===== src/rtl/clksel_pkg.sv =====
`timescale 1ns/1ps
package clksel_pkg;
    localparam int ADDR_W = 8;
    localparam int DATA_W = 32;
    localparam int KEY_W  = 16;
    localparam logic [KEY_W-1:0]  CTRL_KEY  = 16'h16AA;
    localparam logic [ADDR_W-1:0] OFF_CTRL  = 8'h00;
    localparam logic [ADDR_W-1:0] OFF_PRESC = 8'h08;
    localparam logic [ADDR_W-1:0] OFF_GATE  = 8'h60;

    typedef enum logic [1:0] {
        ST_RELOAD    = 2'd0,
        ST_EXT_PASS  = 2'd1,
        ST_INT_COUNT = 2'd2
    } div_state_t;
endpackage


===== src/rtl/clksel_regs.sv =====
`timescale 1ns/1ps
module clksel_regs
    import clksel_pkg::*;
#(
    parameter int PRESC_W = 5
) (
    input  logic                clk,
    input  logic                rst_n,
    input  logic                wr_en,
    input  logic [ADDR_W-1:0]   wr_addr,
    input  logic [DATA_W-1:0]   wr_data,
    input  logic [ADDR_W-1:0]   rd_addr,
    output logic [DATA_W-1:0]   rd_data,
    output logic                sel_ext,
    output logic [PRESC_W-1:0]  presc,
    output logic                gate_en,
    output logic                cfg_restart
);
    logic ctrl_ok;
    logic presc_wr;
    logic gate_wr;

    // The key field must match exactly before the select can change
    assign ctrl_ok  = wr_en && (wr_addr == OFF_CTRL) &&
                      (wr_data[DATA_W-1:DATA_W-KEY_W] == CTRL_KEY);
    assign presc_wr = wr_en && (wr_addr == OFF_PRESC);
    assign gate_wr  = wr_en && (wr_addr == OFF_GATE);
    assign cfg_restart = ctrl_ok || presc_wr;

    always_ff @(posedge clk or negedge rst_n) begin
        if (!rst_n) begin
            sel_ext <= 1'b0;
            presc   <= '0;
            gate_en <= 1'b0;
        end else begin
            if (ctrl_ok)  sel_ext <= wr_data[0];
            if (presc_wr) presc   <= wr_data[PRESC_W-1:0];
            if (gate_wr)  gate_en <= wr_data[0];
        end
    end

    always_comb begin
        rd_data = '0;
        unique case (rd_addr)
            OFF_CTRL:  rd_data[0]           = sel_ext;
            OFF_PRESC: rd_data[PRESC_W-1:0] = presc;
            OFF_GATE:  rd_data[0]           = gate_en;
            default:   rd_data              = '0;
        endcase
    end
endmodule


===== src/rtl/clksel_divider.sv =====
`timescale 1ns/1ps
module clksel_divider
    import clksel_pkg::*;
#(
    parameter int PRESC_W   = 5,
    parameter int FIXED_DIV = 32
) (
    input  logic               clk,
    input  logic               rst_n,
    input  logic               restart,
    input  logic               sel_ext,
    input  logic [PRESC_W-1:0] presc,
    input  logic               int_tick,
    input  logic               ext_tick,
    output logic               slow_tick
);
    localparam int PRE_W = (FIXED_DIV > 1) ? $clog2(FIXED_DIV) : 1;

    div_state_t state, state_nxt;
    logic [PRE_W-1:0]   pre_cnt;
    logic [PRESC_W-1:0] main_cnt;
    logic               pre_wrap;
    logic               main_wrap;

    generate
        if (FIXED_DIV > 1) begin : g_fixed
            assign pre_wrap = (pre_cnt == PRE_W'(FIXED_DIV - 1));
        end else begin : g_nofixed
            assign pre_wrap = 1'b1;
        end
    endgenerate

    assign main_wrap = (main_cnt == presc);

    // State register
    always_ff @(posedge clk or negedge rst_n) begin
        if (!rst_n)       state <= ST_RELOAD;
        else if (restart) state <= ST_RELOAD;
        else              state <= state_nxt;
    end

    // Next state
    always_comb begin
        state_nxt = state;
        unique case (state)
            ST_RELOAD:    state_nxt = sel_ext ? ST_EXT_PASS : ST_INT_COUNT;
            ST_EXT_PASS:  state_nxt = ST_EXT_PASS;
            ST_INT_COUNT: state_nxt = ST_INT_COUNT;
            default:      state_nxt = ST_RELOAD;
        endcase
    end

    // Two-stage counter of the internal path
    always_ff @(posedge clk or negedge rst_n) begin
        if (!rst_n) begin
            pre_cnt  <= '0;
            main_cnt <= '0;
        end else if (restart || (state != ST_INT_COUNT)) begin
            pre_cnt  <= '0;
            main_cnt <= '0;
        end else if (int_tick) begin
            if (pre_wrap) begin
                pre_cnt  <= '0;
                main_cnt <= main_wrap ? '0 : main_cnt + 1'b1;
            end else begin
                pre_cnt  <= pre_cnt + 1'b1;
            end
        end
    end

    // Outputs
    always_comb begin
        slow_tick = 1'b0;
        unique case (state)
            ST_RELOAD:    slow_tick = 1'b0;
            ST_EXT_PASS:  slow_tick = ext_tick;
            ST_INT_COUNT: slow_tick = int_tick && pre_wrap && main_wrap;
            default:      slow_tick = 1'b0;
        endcase
    end
endmodule


===== src/rtl/slowclk_sel.sv =====
`timescale 1ns/1ps
module slowclk_sel
    import clksel_pkg::*;
#(
    parameter int PRESC_W   = 5,
    parameter int FIXED_DIV = 32
) (
    input  logic              clk,
    input  logic              rst_n,
    input  logic              wr_en,
    input  logic [ADDR_W-1:0] wr_addr,
    input  logic [DATA_W-1:0] wr_data,
    input  logic [ADDR_W-1:0] rd_addr,
    output logic [DATA_W-1:0] rd_data,
    input  logic              int_tick,
    input  logic              ext_tick,
    output logic              slow_tick,
    output logic              pin_en,
    output logic              sel_ext
);
    logic [PRESC_W-1:0] presc;
    logic               gate_en;
    logic               cfg_restart;

    clksel_regs #(.PRESC_W(PRESC_W)) u_regs (
        .clk         (clk),
        .rst_n       (rst_n),
        .wr_en       (wr_en),
        .wr_addr     (wr_addr),
        .wr_data     (wr_data),
        .rd_addr     (rd_addr),
        .rd_data     (rd_data),
        .sel_ext     (sel_ext),
        .presc       (presc),
        .gate_en     (gate_en),
        .cfg_restart (cfg_restart)
    );

    clksel_divider #(.PRESC_W(PRESC_W), .FIXED_DIV(FIXED_DIV)) u_div (
        .clk       (clk),
        .rst_n     (rst_n),
        .restart   (cfg_restart),
        .sel_ext   (sel_ext),
        .presc     (presc),
        .int_tick  (int_tick),
        .ext_tick  (ext_tick),
        .slow_tick (slow_tick)
    );

    assign pin_en = slow_tick && gate_en;
endmodule


===== config.mk =====
export PLATFORM = sky130hd
export DESIGN_NAME = slowclk_sel
export DESIGN_NICKNAME = d
export VERILOG_FILES = /design/src/rtl/clksel_pkg.sv /design/src/rtl/clksel_regs.sv /design/src/rtl/clksel_divider.sv /design/src/rtl/slowclk_sel.sv
export SDC_FILE = /design/constraint.sdc
export NUM_CORES = 1
export LEC_CHECK = 0
export BUFFER_PORTS_ARGS = -buffer_cell sky130_fd_sc_hd__buf_2
export CORE_MARGIN = 10
export CORE_UTILIZATION = 35
export CTS_CLUSTER_SIZE = 25
export DETAILED_ROUTE_END_ITERATION = 12
export PLACE_DENSITY = 0.69
export SYNTH_ARGS = -nofsm -noshare
export SYNTH_HDL_FRONTEND = slang
export SYNTH_SLANG_ARGS = --single-unit

===== constraint.sdc =====
create_clock -name clk -period 2.4 [get_ports clk]
set_clock_uncertainty 0.15 [all_clocks]
set_input_delay 0.36 -clock clk [delete_from_list [all_inputs] [get_ports clk]]
set_output_delay 0.36 -clock clk [all_outputs]
set_load 0.02 [all_outputs]

==> results of run 1 <==
## worst reg2reg max path: stages (launching register included)
cell and delay [ns]:
sky130_fd_sc_hd__dfrtp_1 0.41, sky130_fd_sc_hd__ha_2 0.20, sky130_fd_sc_hd__and3_1 0.17, sky130_fd_sc_hd__ha_1 0.19
sky130_fd_sc_hd__buf_4 0.16, sky130_fd_sc_hd__nand2_1 0.12, sky130_fd_sc_hd__nor2_1 0.08, sky130_fd_sc_hd__xnor2_1 0.12
sky130_fd_sc_hd__nor4_1 0.18
## worst paths after layout
| kind | cells after the start | start | endpoint | slack (ns) |
|---|---|---|---|---|
| max in group asynchronous | 2 | rst_n | u_div.main_cnt[0] | 1.37 |
| min in group asynchronous | 2 | rst_n | u_div.state[1] | 0.42 |
| hold reg to reg | 1 | u_regs.presc[4] | u_regs.presc[4] | 0.41 |
| setup / recovery | 7 | u_div.pre_cnt[0] | slow_tick | 0.09 |
| hold / removal | 2 | wr_data[1] | u_regs.presc[1] | 0.18 |
| setup reg to reg | 8 | u_div.pre_cnt[0] | u_div.main_cnt[3] | 0.52 |
## metal layers
metal	vias to the layer above	GRT usage (%)	part of all wire (%)	routed length, um
met5	-	0	0	0
met3	2	4.00	7.1	231
met2	38	15.9	49	1610
met4	0	0.908	0.21	7
li1	572	-	-	-
met1	523	9.95	43	1410
## flip-flops by register name (all words and copies together) (netlist names)
| register | count |
|---|---|
| u_div.main_cnt | 5 |
| u_div.pre_cnt | 5 |
| u_regs.presc | 5 |
| u_div.state | 2 |
| u_regs.gate_en | 1 |
| u_regs.sel_ext | 1 |
## area by class of cell
cell class	instances	area, um^2	share of cell area (%)
multi-input combinational	121	798	47.7
tap	48	60.1	3.59
clock inverter	1	5.00	0.299
timing repair buffer	52	275	16.4
sequential	19	475	28.4
clock buffer	3	41.3	2.47
inverter	5	18.8	1.12
## through the flow
step                hold slack, ns  cells  total power [mW]  area [um^2]  setup TNS (ns)
floorplan                  -0.0856    174             0.559         1510               0
global placement             0.175    244             0.586         1610               0
detailed placement           0.177    244             0.592         1610               0
CTS                          0.176    249             0.818         1670               0
global route                 0.181    249             0.866         1670         -0.0112
finish                       0.182    249             0.810         1670               0
## Yosys cell counts, drive strengths merged
master / instances / share of area, %
nor3: 10 / 4.4
buf: 29 / 15
a22o: 1 / 0.71
o21ai: 1 / 0.36
a31oi: 1 / 0.44
nand2: 8 / 2.3
nor4: 6 / 3.7
o31a: 1 / 0.62
nor2b: 3 / 1.3
nor4bb: 3 / 2.1
nand3: 6 / 2.1
dfrtp: 19 / 34
nand3b: 1 / 0.53
and3: 2 / 0.98
mux2: 7 / 5.6
and2: 4 / 2.1
xnor2: 7 / 4.4
nor2: 10 / 2.7
conb: 1 / 0.27
mux2i: 3 / 2.1
nand4: 2 / 1.3
ha: 6 / 5.3
a22oi: 1 / 0.53
a21oi: 4 / 1.4
xor2: 2 / 1.2
inv: 5 / 1.3
or4: 1 / 0.53
a2bb2oi: 1 / 0.62
nor4b: 2 / 1.2
nor3b: 1 / 0.53
## repair_timing
action | 4_1_cts | 5_1_grt
gates resized for setup | 0 | 3
hold endpoints to repair | 19 | 0
endpoints found under the setup margin | 0 | 2
hold buffers | 1 | 0
## power by group through the flow
| stage | sequential (mW) | combinational [mW] | clock, mW |
|---|---|---|---|
| after global placement | 0.395 | 0.191 | 0 |
| after CTS | 0.390 | 0.197 | 0.231 |
| after detailed placement | 0.397 | 0.195 | 0 |
| after global routing | 0.396 | 0.230 | 0.240 |
| after floorplan | 0.389 | 0.170 | 0 |
| final | 0.391 | 0.198 | 0.221 |
## logic make-up after synthesis
group                    share of synthesized area [%]
AND/OR/NAND/NOR                                   26.0
buffers and inverters                             16.6
flip-flops                                        33.8
AO/OA/AOI/OAI                                     4.71
multiplexers                                      7.73
XOR/XNOR                                          5.60
adder cells (fa/ha/maj)                           5.33
other                                            0.266
==> run_summary.xml, run 1 <==
<?xml version="1.0" encoding="UTF-8"?>
<metrics>
  <group name="route">
    <metric name="avgRoutedWirePerCell" unit="um">13.1</metric>
    <metric name="drt_drc_violations_left" unit="">0</metric>
    <metric name="drt.antenna.violating_nets" unit="">0</metric>
    <metric name="viasPerCell" unit="">4.56</metric>
    <metric name="totalWireLength" unit="um">3260</metric>
    <metric name="initialDrtViolationCount" unit="">24</metric>
    <metric name="drt_pass1_iterations" unit="">4</metric>
    <metric name="dr_total_vias" unit="">1135</metric>
  </group>
  <group name="placed_design">
    <metric name="port_buffers" unit="">49</metric>
    <metric name="dp.final_hpwl" unit="um">2810</metric>
    <metric name="dpl_worst_slack" unit="ns">0.228</metric>
    <metric name="gp_congestion" unit="">0.790</metric>
  </group>
  <group name="worst_setup_path">
    <metric name="critPathArrivalTime" unit="ns">1.80</metric>
    <metric name="critical_path_class" unit="">reg2out</metric>
    <metric name="worst_path_largest_cell_delay" unit="ns">0.40</metric>
    <metric name="timing.critical_path.fanout_max" unit="">4</metric>
    <metric name="critical_path.startpoint_type" unit="">flop</metric>
    <metric name="cp_num_buf_inv" unit="">1</metric>
    <metric name="critical-path-slowest-cell" unit="">sky130_fd_sc_hd__dfrtp_1</metric>
    <metric name="path_cells" unit="">ha_2 &gt; and3_1 &gt; ha_1 &gt; nand3_1 &gt; o31a_1 &gt; nor2b_1 &gt; buf_4</metric>
    <metric name="critical-path-top-delay-family" unit="">flip-flops</metric>
    <metric name="setup.worst_path.end_class" unit="">output port</metric>
    <metric name="required_time_of_the_critical_path" unit="ns">1.89</metric>
  </group>
  <group name="pwr">
    <metric name="power_per_cell_area" unit="nW/um^2">484</metric>
    <metric name="vdd_ir_drop_max" unit="V">0.000326</metric>
    <metric name="p_int" unit="mW">0.561</metric>
    <metric name="power.share.switching" unit="%">30.7</metric>
    <metric name="power.static_leakage" unit="nW">0.903</metric>
    <metric name="power_frac_comb" unit="%">24.4</metric>
    <metric name="power_switching" unit="mW">0.249</metric>
    <metric name="pwr-share-clk" unit="%">27.3</metric>
    <metric name="share_seq_of_total_power" unit="%">48.3</metric>
  </group>
  <group name="run_status">
    <metric name="outcome" unit="">complete, no violations</metric>
  </group>
  <group name="timing">
    <metric name="rsz0062_at_grt" unit="">yes</metric>
    <metric name="min_period_over_period" unit="%">96.2</metric>
    <metric name="timing.final.setup_violations" unit="">0</metric>
    <metric name="hold_viol" unit="">0</metric>
    <metric name="finalCriticalPeriod" unit="ns">2.31</metric>
    <metric name="final_max_slew_viol_count" unit="">0</metric>
    <metric name="final.setup.worst_slack" unit="ns">0.0915</metric>
    <metric name="max_freq" unit="MHz">433</metric>
  </group>
  <group name="layout">
    <metric name="finish.utilization" unit="%">44.4</metric>
    <metric name="most_frequent_cells_in_the_layout" unit="">sky130_fd_sc_hd__buf_2 (47), sky130_fd_sc_hd__conb_1 (27), sky130_fd_sc_hd__dfrtp_1 (19)</metric>
    <metric name="design.final.nets" unit="">261</metric>
    <metric name="filler_cell_count" unit="">391</metric>
    <metric name="areaGrowthSynthToFinish" unit="%">18.9</metric>
    <metric name="final_layout_size_suffix_gt1_share" unit="%">35.8</metric>
    <metric name="diodes" unit="">0</metric>
    <metric name="mostFrequentLayoutCell" unit="">sky130_fd_sc_hd__buf_2</metric>
  </group>
  <group name="synth">
    <metric name="syn-instance-count" unit="">148</metric>
    <metric name="synth_sequential_area_ratio" unit="%">33.8</metric>
    <metric name="synthesis.area" unit="um^2">1410</metric>
    <metric name="yosysWarnings" unit="">0</metric>
    <metric name="synth_seq_cells" unit="">19</metric>
    <metric name="synth_area_per_cell" unit="um^2">9.51</metric>
    <metric name="synth_cell_type_count" unit="">37</metric>
  </group>
  <group name="grt">
    <metric name="globalRouteTotalUtil" unit="%">8.97</metric>
    <metric name="remaining_overflow_grt" unit="">0</metric>
    <metric name="antenna_found_initial" unit="">0</metric>
    <metric name="vias_in_the_first_global_route" unit="">1189</metric>
    <metric name="grt_first_pass_wirelength" unit="um">5470</metric>
    <metric name="grt_max_degree" unit="">20</metric>
  </group>
  <group name="cts">
    <metric name="cts.htree.levels" unit="">1</metric>
    <metric name="cts_made_buffers" unit="">3</metric>
    <metric name="cts_tree" unit="">done</metric>
    <metric name="cts.sink_count" unit="">19</metric>
    <metric name="cts.repair_timing.setup_buffer_count" unit="">0</metric>
    <metric name="clk_pin_slew_worst_paths" unit="ns">0.07</metric>
    <metric name="clk_latency" unit="ns">0.25</metric>
    <metric name="clockBufferDepth" unit="">2</metric>
    <metric name="cts-root-buf" unit="">sky130_fd_sc_hd__clkbuf_8</metric>
  </group>
  <group name="floorplanning">
    <metric name="fp.dieH" unit="um">83.4</metric>
    <metric name="die-area" unit="um^2">6960</metric>
    <metric name="initial_utilization" unit="%">37.3</metric>
    <metric name="fp.dieW" unit="um">83.4</metric>
    <metric name="i_o_pin_total" unit="">88</metric>
    <metric name="floorplan.rows" unit="">22</metric>
    <metric name="core_area" unit="um^2">3770</metric>
  </group>
  <group name="hold_path">
    <metric name="hold_path.class" unit="">in2reg</metric>
  </group>
  <group name="flow_run">
    <metric name="timing.max_cap.violations" unit="">0</metric>
  </group>
</metrics>
No activity file was read; power rests on OpenSTA's default activity.
==> run 2: changes to the inputs <==
Settings changed: ABC_AREA set to 1, PLACE_DENSITY 0.69 to 0.68.
==> run 2 against run 1 <==
  * Hold slack got worse by 0.020 ns
  * Via count up 20%
  * Sequential share of layout area is 2.2 points lower
  * Register-to-register slack improved by 0.02 ns
  * Largest cell class unchanged
  * Sequential power is essentially flat
  * Routed wire length is 5.9% higher
  * Critical endpoint is now pin_en
  * Core utilization up 0.32 points
  * Clock power about the same
  * Synthesized cell count grew 41%
  * Die area rose by 4.1%
  * Sequential cell count is the same
==> run_summary.xml, run 2 <==
<?xml version="1.0" encoding="UTF-8"?>
<metrics>
  <group name="run_status">
    <metric name="outcome" unit="">complete, no violations</metric>
  </group>
  <group name="worst_setup_path">
    <metric name="r2r_setup_slack" unit="ns">0.54</metric>
    <metric name="path_cells" unit="">ha_2 &gt; nand2_1 &gt; nor2_1 &gt; ha_2 &gt; nand2_4 &gt; inv_4 &gt; nand3_2 &gt; nand2_1 &gt; nand2_2 &gt; nor2_2 &gt; buf_6</metric>
    <metric name="setup.worst_path.end_class" unit="">output port</metric>
    <metric name="critical_path.startpoint_type" unit="">flop</metric>
    <metric name="timing.critical_path.fanout_max" unit="">4</metric>
    <metric name="critPathArrivalTime" unit="ns">1.79</metric>
    <metric name="critical-path-slowest-cell" unit="">sky130_fd_sc_hd__dfrtp_1</metric>
    <metric name="required_time_of_the_critical_path" unit="ns">1.89</metric>
    <metric name="ff2ff_path_depth" unit="">8</metric>
    <metric name="critical_path_class" unit="">reg2out</metric>
    <metric name="r2r-start" unit="">u_div.pre_cnt[1]</metric>
    <metric name="worst_path_largest_cell_delay" unit="ns">0.38</metric>
    <metric name="critical_path.reg2reg.endpoint" unit="">u_div.main_cnt[4]</metric>
  </group>
  <group name="timing">
    <metric name="setup-tns-final" unit="ns">0</metric>
    <metric name="max_freq" unit="MHz">434</metric>
    <metric name="final_max_slew_viol_count" unit="">0</metric>
    <metric name="hold_viol" unit="">0</metric>
    <metric name="rsz0062_at_grt" unit="">yes</metric>
    <metric name="timing.final.setup_violations" unit="">0</metric>
    <metric name="finalCriticalPeriod" unit="ns">2.30</metric>
    <metric name="min_period_over_period" unit="%">95.9</metric>
  </group>
  <group name="synth">
    <metric name="synthesis.area" unit="um^2">1480</metric>
    <metric name="synth_top_cell_by_area" unit="">sky130_fd_sc_hd__dfrtp_1</metric>
    <metric name="yosysWarnings" unit="">0</metric>
    <metric name="syn-instance-count" unit="">209</metric>
    <metric name="synth_area_leaders" unit="">sky130_fd_sc_hd__dfrtp_1 (32%), sky130_fd_sc_hd__buf_4 (14%), sky130_fd_sc_hd__nand2_1 (12%), sky130_fd_sc_hd__inv_1 (7.6%), sky130_fd_sc_hd__nor2_1 (6.8%)</metric>
    <metric name="synth_common_cells" unit="">sky130_fd_sc_hd__nand2_1 (46), sky130_fd_sc_hd__inv_1 (30), sky130_fd_sc_hd__buf_4 (28), sky130_fd_sc_hd__nor2_1 (27), sky130_fd_sc_hd__dfrtp_1 (19)</metric>
    <metric name="dominant_combinational_cell_family_by_area_after_synthesis" unit="">simple AND/OR/NAND/NOR gates</metric>
    <metric name="synth_area_per_cell" unit="um^2">7.10</metric>
    <metric name="synth-edff-count" unit="">0</metric>
    <metric name="synth_cell_type_count" unit="">24</metric>
    <metric name="yosysTopAreaCellShare" unit="%">32.0</metric>
    <metric name="yosys.area_share.adder" unit="%">5.06</metric>
    <metric name="synth_sequential_area_ratio" unit="%">32.0</metric>
    <metric name="synth_seq_cells" unit="">19</metric>
    <metric name="synth_compound_gate_area_share" unit="%">4.55</metric>
    <metric name="asyncSetResetFlopFracSynth" unit="%">100</metric>
    <metric name="postSynth.topFlopCell" unit="">sky130_fd_sc_hd__dfrtp_1</metric>
    <metric name="synth-xor-area-share" unit="%">3.54</metric>
    <metric name="synth-simple-area-share" unit="%">30.9</metric>
    <metric name="synth_most_common_cell" unit="">sky130_fd_sc_hd__nand2_1</metric>
    <metric name="synthMuxAreaShare" unit="%">0.675</metric>
  </group>
  <group name="route">
    <metric name="viasPerCell" unit="">4.28</metric>
    <metric name="dr_total_vias" unit="">1360</metric>
    <metric name="drt_drc_violations_left" unit="">0</metric>
    <metric name="drt.antenna.violating_nets" unit="">0</metric>
    <metric name="totalWireLength" unit="um">3460</metric>
    <metric name="avgRoutedWirePerCell" unit="um">10.9</metric>
    <metric name="initialDrtViolationCount" unit="">72</metric>
    <metric name="drt_pass1_iterations" unit="">4</metric>
  </group>
  <group name="layout">
    <metric name="areaGrowthSynthToFinish" unit="%">22.3</metric>
    <metric name="most_frequent_cells_in_the_layout" unit="">sky130_fd_sc_hd__buf_2 (48), sky130_fd_sc_hd__nand2_1 (44), sky130_fd_sc_hd__inv_1 (29)</metric>
    <metric name="mostFrequentLayoutCell" unit="">sky130_fd_sc_hd__buf_2</metric>
    <metric name="design.final.nets" unit="">328</metric>
    <metric name="multiInputGateArea" unit="um^2">788</metric>
    <metric name="design_area" unit="um^2">1810</metric>
    <metric name="largestRegisters" unit="">u_div.main_cnt (5), u_div.pre_cnt (5), u_regs.presc (5)</metric>
    <metric name="filler_cell_count" unit="">423</metric>
    <metric name="final_layout_size_suffix_gt1_share" unit="%">27.6</metric>
    <metric name="sequential_cell_area_in_the_final_layout" unit="um^2">475</metric>
    <metric name="diodes" unit="">0</metric>
  </group>
  <group name="grt">
    <metric name="remaining_overflow_grt" unit="">0</metric>
    <metric name="gr-max-usage-layer" unit="">met2</metric>
    <metric name="antenna_found_initial" unit="">0</metric>
    <metric name="grtUsageMet2" unit="%">15.6</metric>
    <metric name="globalRouteTotalUtil" unit="%">9.23</metric>
    <metric name="grt_util_met3" unit="%">4.02</metric>
    <metric name="vias_in_the_first_global_route" unit="">1318</metric>
    <metric name="grt_first_pass_wirelength" unit="um">5800</metric>
    <metric name="grt_max_degree" unit="">20</metric>
    <metric name="grt_use_met1" unit="%">10.9</metric>
  </group>
  <group name="placed_design">
    <metric name="gp_congestion" unit="">0.885</metric>
    <metric name="port_buffers" unit="">49</metric>
    <metric name="detailed_place.area" unit="um^2">1680</metric>
    <metric name="dp.final_hpwl" unit="um">2870</metric>
  </group>
  <group name="flow_run">
    <metric name="timing.max_cap.violations" unit="">0</metric>
  </group>
  <group name="floorplanning">
    <metric name="die-area" unit="um^2">7240</metric>
    <metric name="fp.dieH" unit="um">85.1</metric>
    <metric name="i_o_pin_total" unit="">88</metric>
    <metric name="core_area" unit="um^2">4060</metric>
    <metric name="initial_utilization" unit="%">36.6</metric>
    <metric name="fp.dieW" unit="um">85.1</metric>
    <metric name="floorplan.rows" unit="">23</metric>
  </group>
  <group name="cts">
    <metric name="clockBufferDepth" unit="">2</metric>
    <metric name="clk_latency" unit="ns">0.25</metric>
    <metric name="cts.htree.levels" unit="">1</metric>
    <metric name="cts.sink_count" unit="">19</metric>
    <metric name="cts-root-buf" unit="">sky130_fd_sc_hd__clkbuf_8</metric>
    <metric name="clk_pin_slew_worst_paths" unit="ns">0.07</metric>
    <metric name="cts_made_buffers" unit="">3</metric>
    <metric name="cts_tree" unit="">done</metric>
  </group>
  <group name="hold_path">
    <metric name="hold_path.class" unit="">in2reg</metric>
    <metric name="min_path_cells" unit="">3</metric>
    <metric name="hp-start" unit="">wr_data[3]</metric>
    <metric name="whs_endpoint" unit="">u_regs.presc[3]</metric>
  </group>
  <group name="pwr">
    <metric name="power.static_leakage" unit="nW">1.04</metric>
    <metric name="power_per_cell_area" unit="nW/um^2">467</metric>
    <metric name="vdd_ir_drop_max" unit="V">0.000372</metric>
  </group>
</metrics>
==> run 2: changes by cell type after synthesis, sizes merged, moves of 6 or more <==
cell and change:
nor2 +21, inv +26, mux2 -7, nand2 +38, xnor2 -6, nand4 +8
==> run 2: area by class of cell <==
class	instances	area share, %
repair buffers	58	17.7
clock buffers	4	2.48
multi-input cells	156	43.4
inverters	31	6.69
flip-flops and latches	19	26.2
well taps	50	3.45
==> run 2: critical path, delay by kind of cell, from the launching register on <==
| family | cells | cell delay [ns] |
|---|---|---|
| buf+inv | 2 | 0.19 |
| flops | 1 | 0.38 |
| fa+ha+maj | 2 | 0.41 |
| simple gates | 7 | 0.56 |
==> run 2: worst max-delay path by stage <==
stage | slack (ns) | cells past startpoint | startpoint | endpoint
finish | 0.1 | 11 | u_div.pre_cnt[1] | pin_en
global route | -0.03 | 11 | u_div.pre_cnt[0] | pin_en
CTS | 0.005 | 11 | u_div.pre_cnt[0] | pin_en
detailed placement | 0.23 | 11 | u_div.pre_cnt[0] | pin_en
global placement | 0.25 | 11 | u_div.pre_cnt[0] | pin_en
floorplan | 0.36 | 10 | u_div.pre_cnt[0] | pin_en
==> run 2: metrics by stage <==
step / cells / setup slack [ns] / power, mW / hold WS [ns] / util (%)
CTS: 313 / 0.00547 / 0.834 / 0.158 / 43.0
finish: 318 / 0.0978 / 0.848 / 0.162 / 44.7
global placement: 307 / 0.250 / 0.598 / 0.174 / 41.5
floorplan: 235 / 0.361 / 0.571 / -0.0856 / -
global route: 318 / -0.0278 / 0.917 / 0.174 / 44.7
detailed placement: 307 / 0.228 / 0.603 / 0.182 / 41.5
==> run 2: layer usage <==
| metal | wire [um] | part of all wire (%) |
|---|---|---|
| met1 | 1500 | 43 |
| met2 | 1690 | 49 |
| met3 | 251 | 7.3 |
| met5 | 0 | 0 |
| met4 | 14 | 0.40 |
==> run 2: logic make-up (layout without fill, tap and decap cells) <==
family / after synthesis / after routing
other cells: 1 / 27
compound gates: 12 / 12
mux: 1 / 1
simple gates: 104 / 104
buf+inv: 60 / 93
xor+xnor: 6 / 6
fa+ha+maj: 6 / 6
flops: 19 / 19
==> run 2: report_power, final <==
part	internal [mW]	switching, mW	total [mW]
Combinational	0.104	0.132	0.236
Sequential	0.361	0.0311	0.392
Clock	0.118	0.102	0.220
==> run 2: repair_timing <==
item,4_1_cts,5_1_grt
setup buffers,1,5
pin swaps,0,6
hold buffers,1,0
cloned,0,0
gates resized for setup,1,10
setup endpoints to repair,2,2
endpoints found under the hold margin,19,0
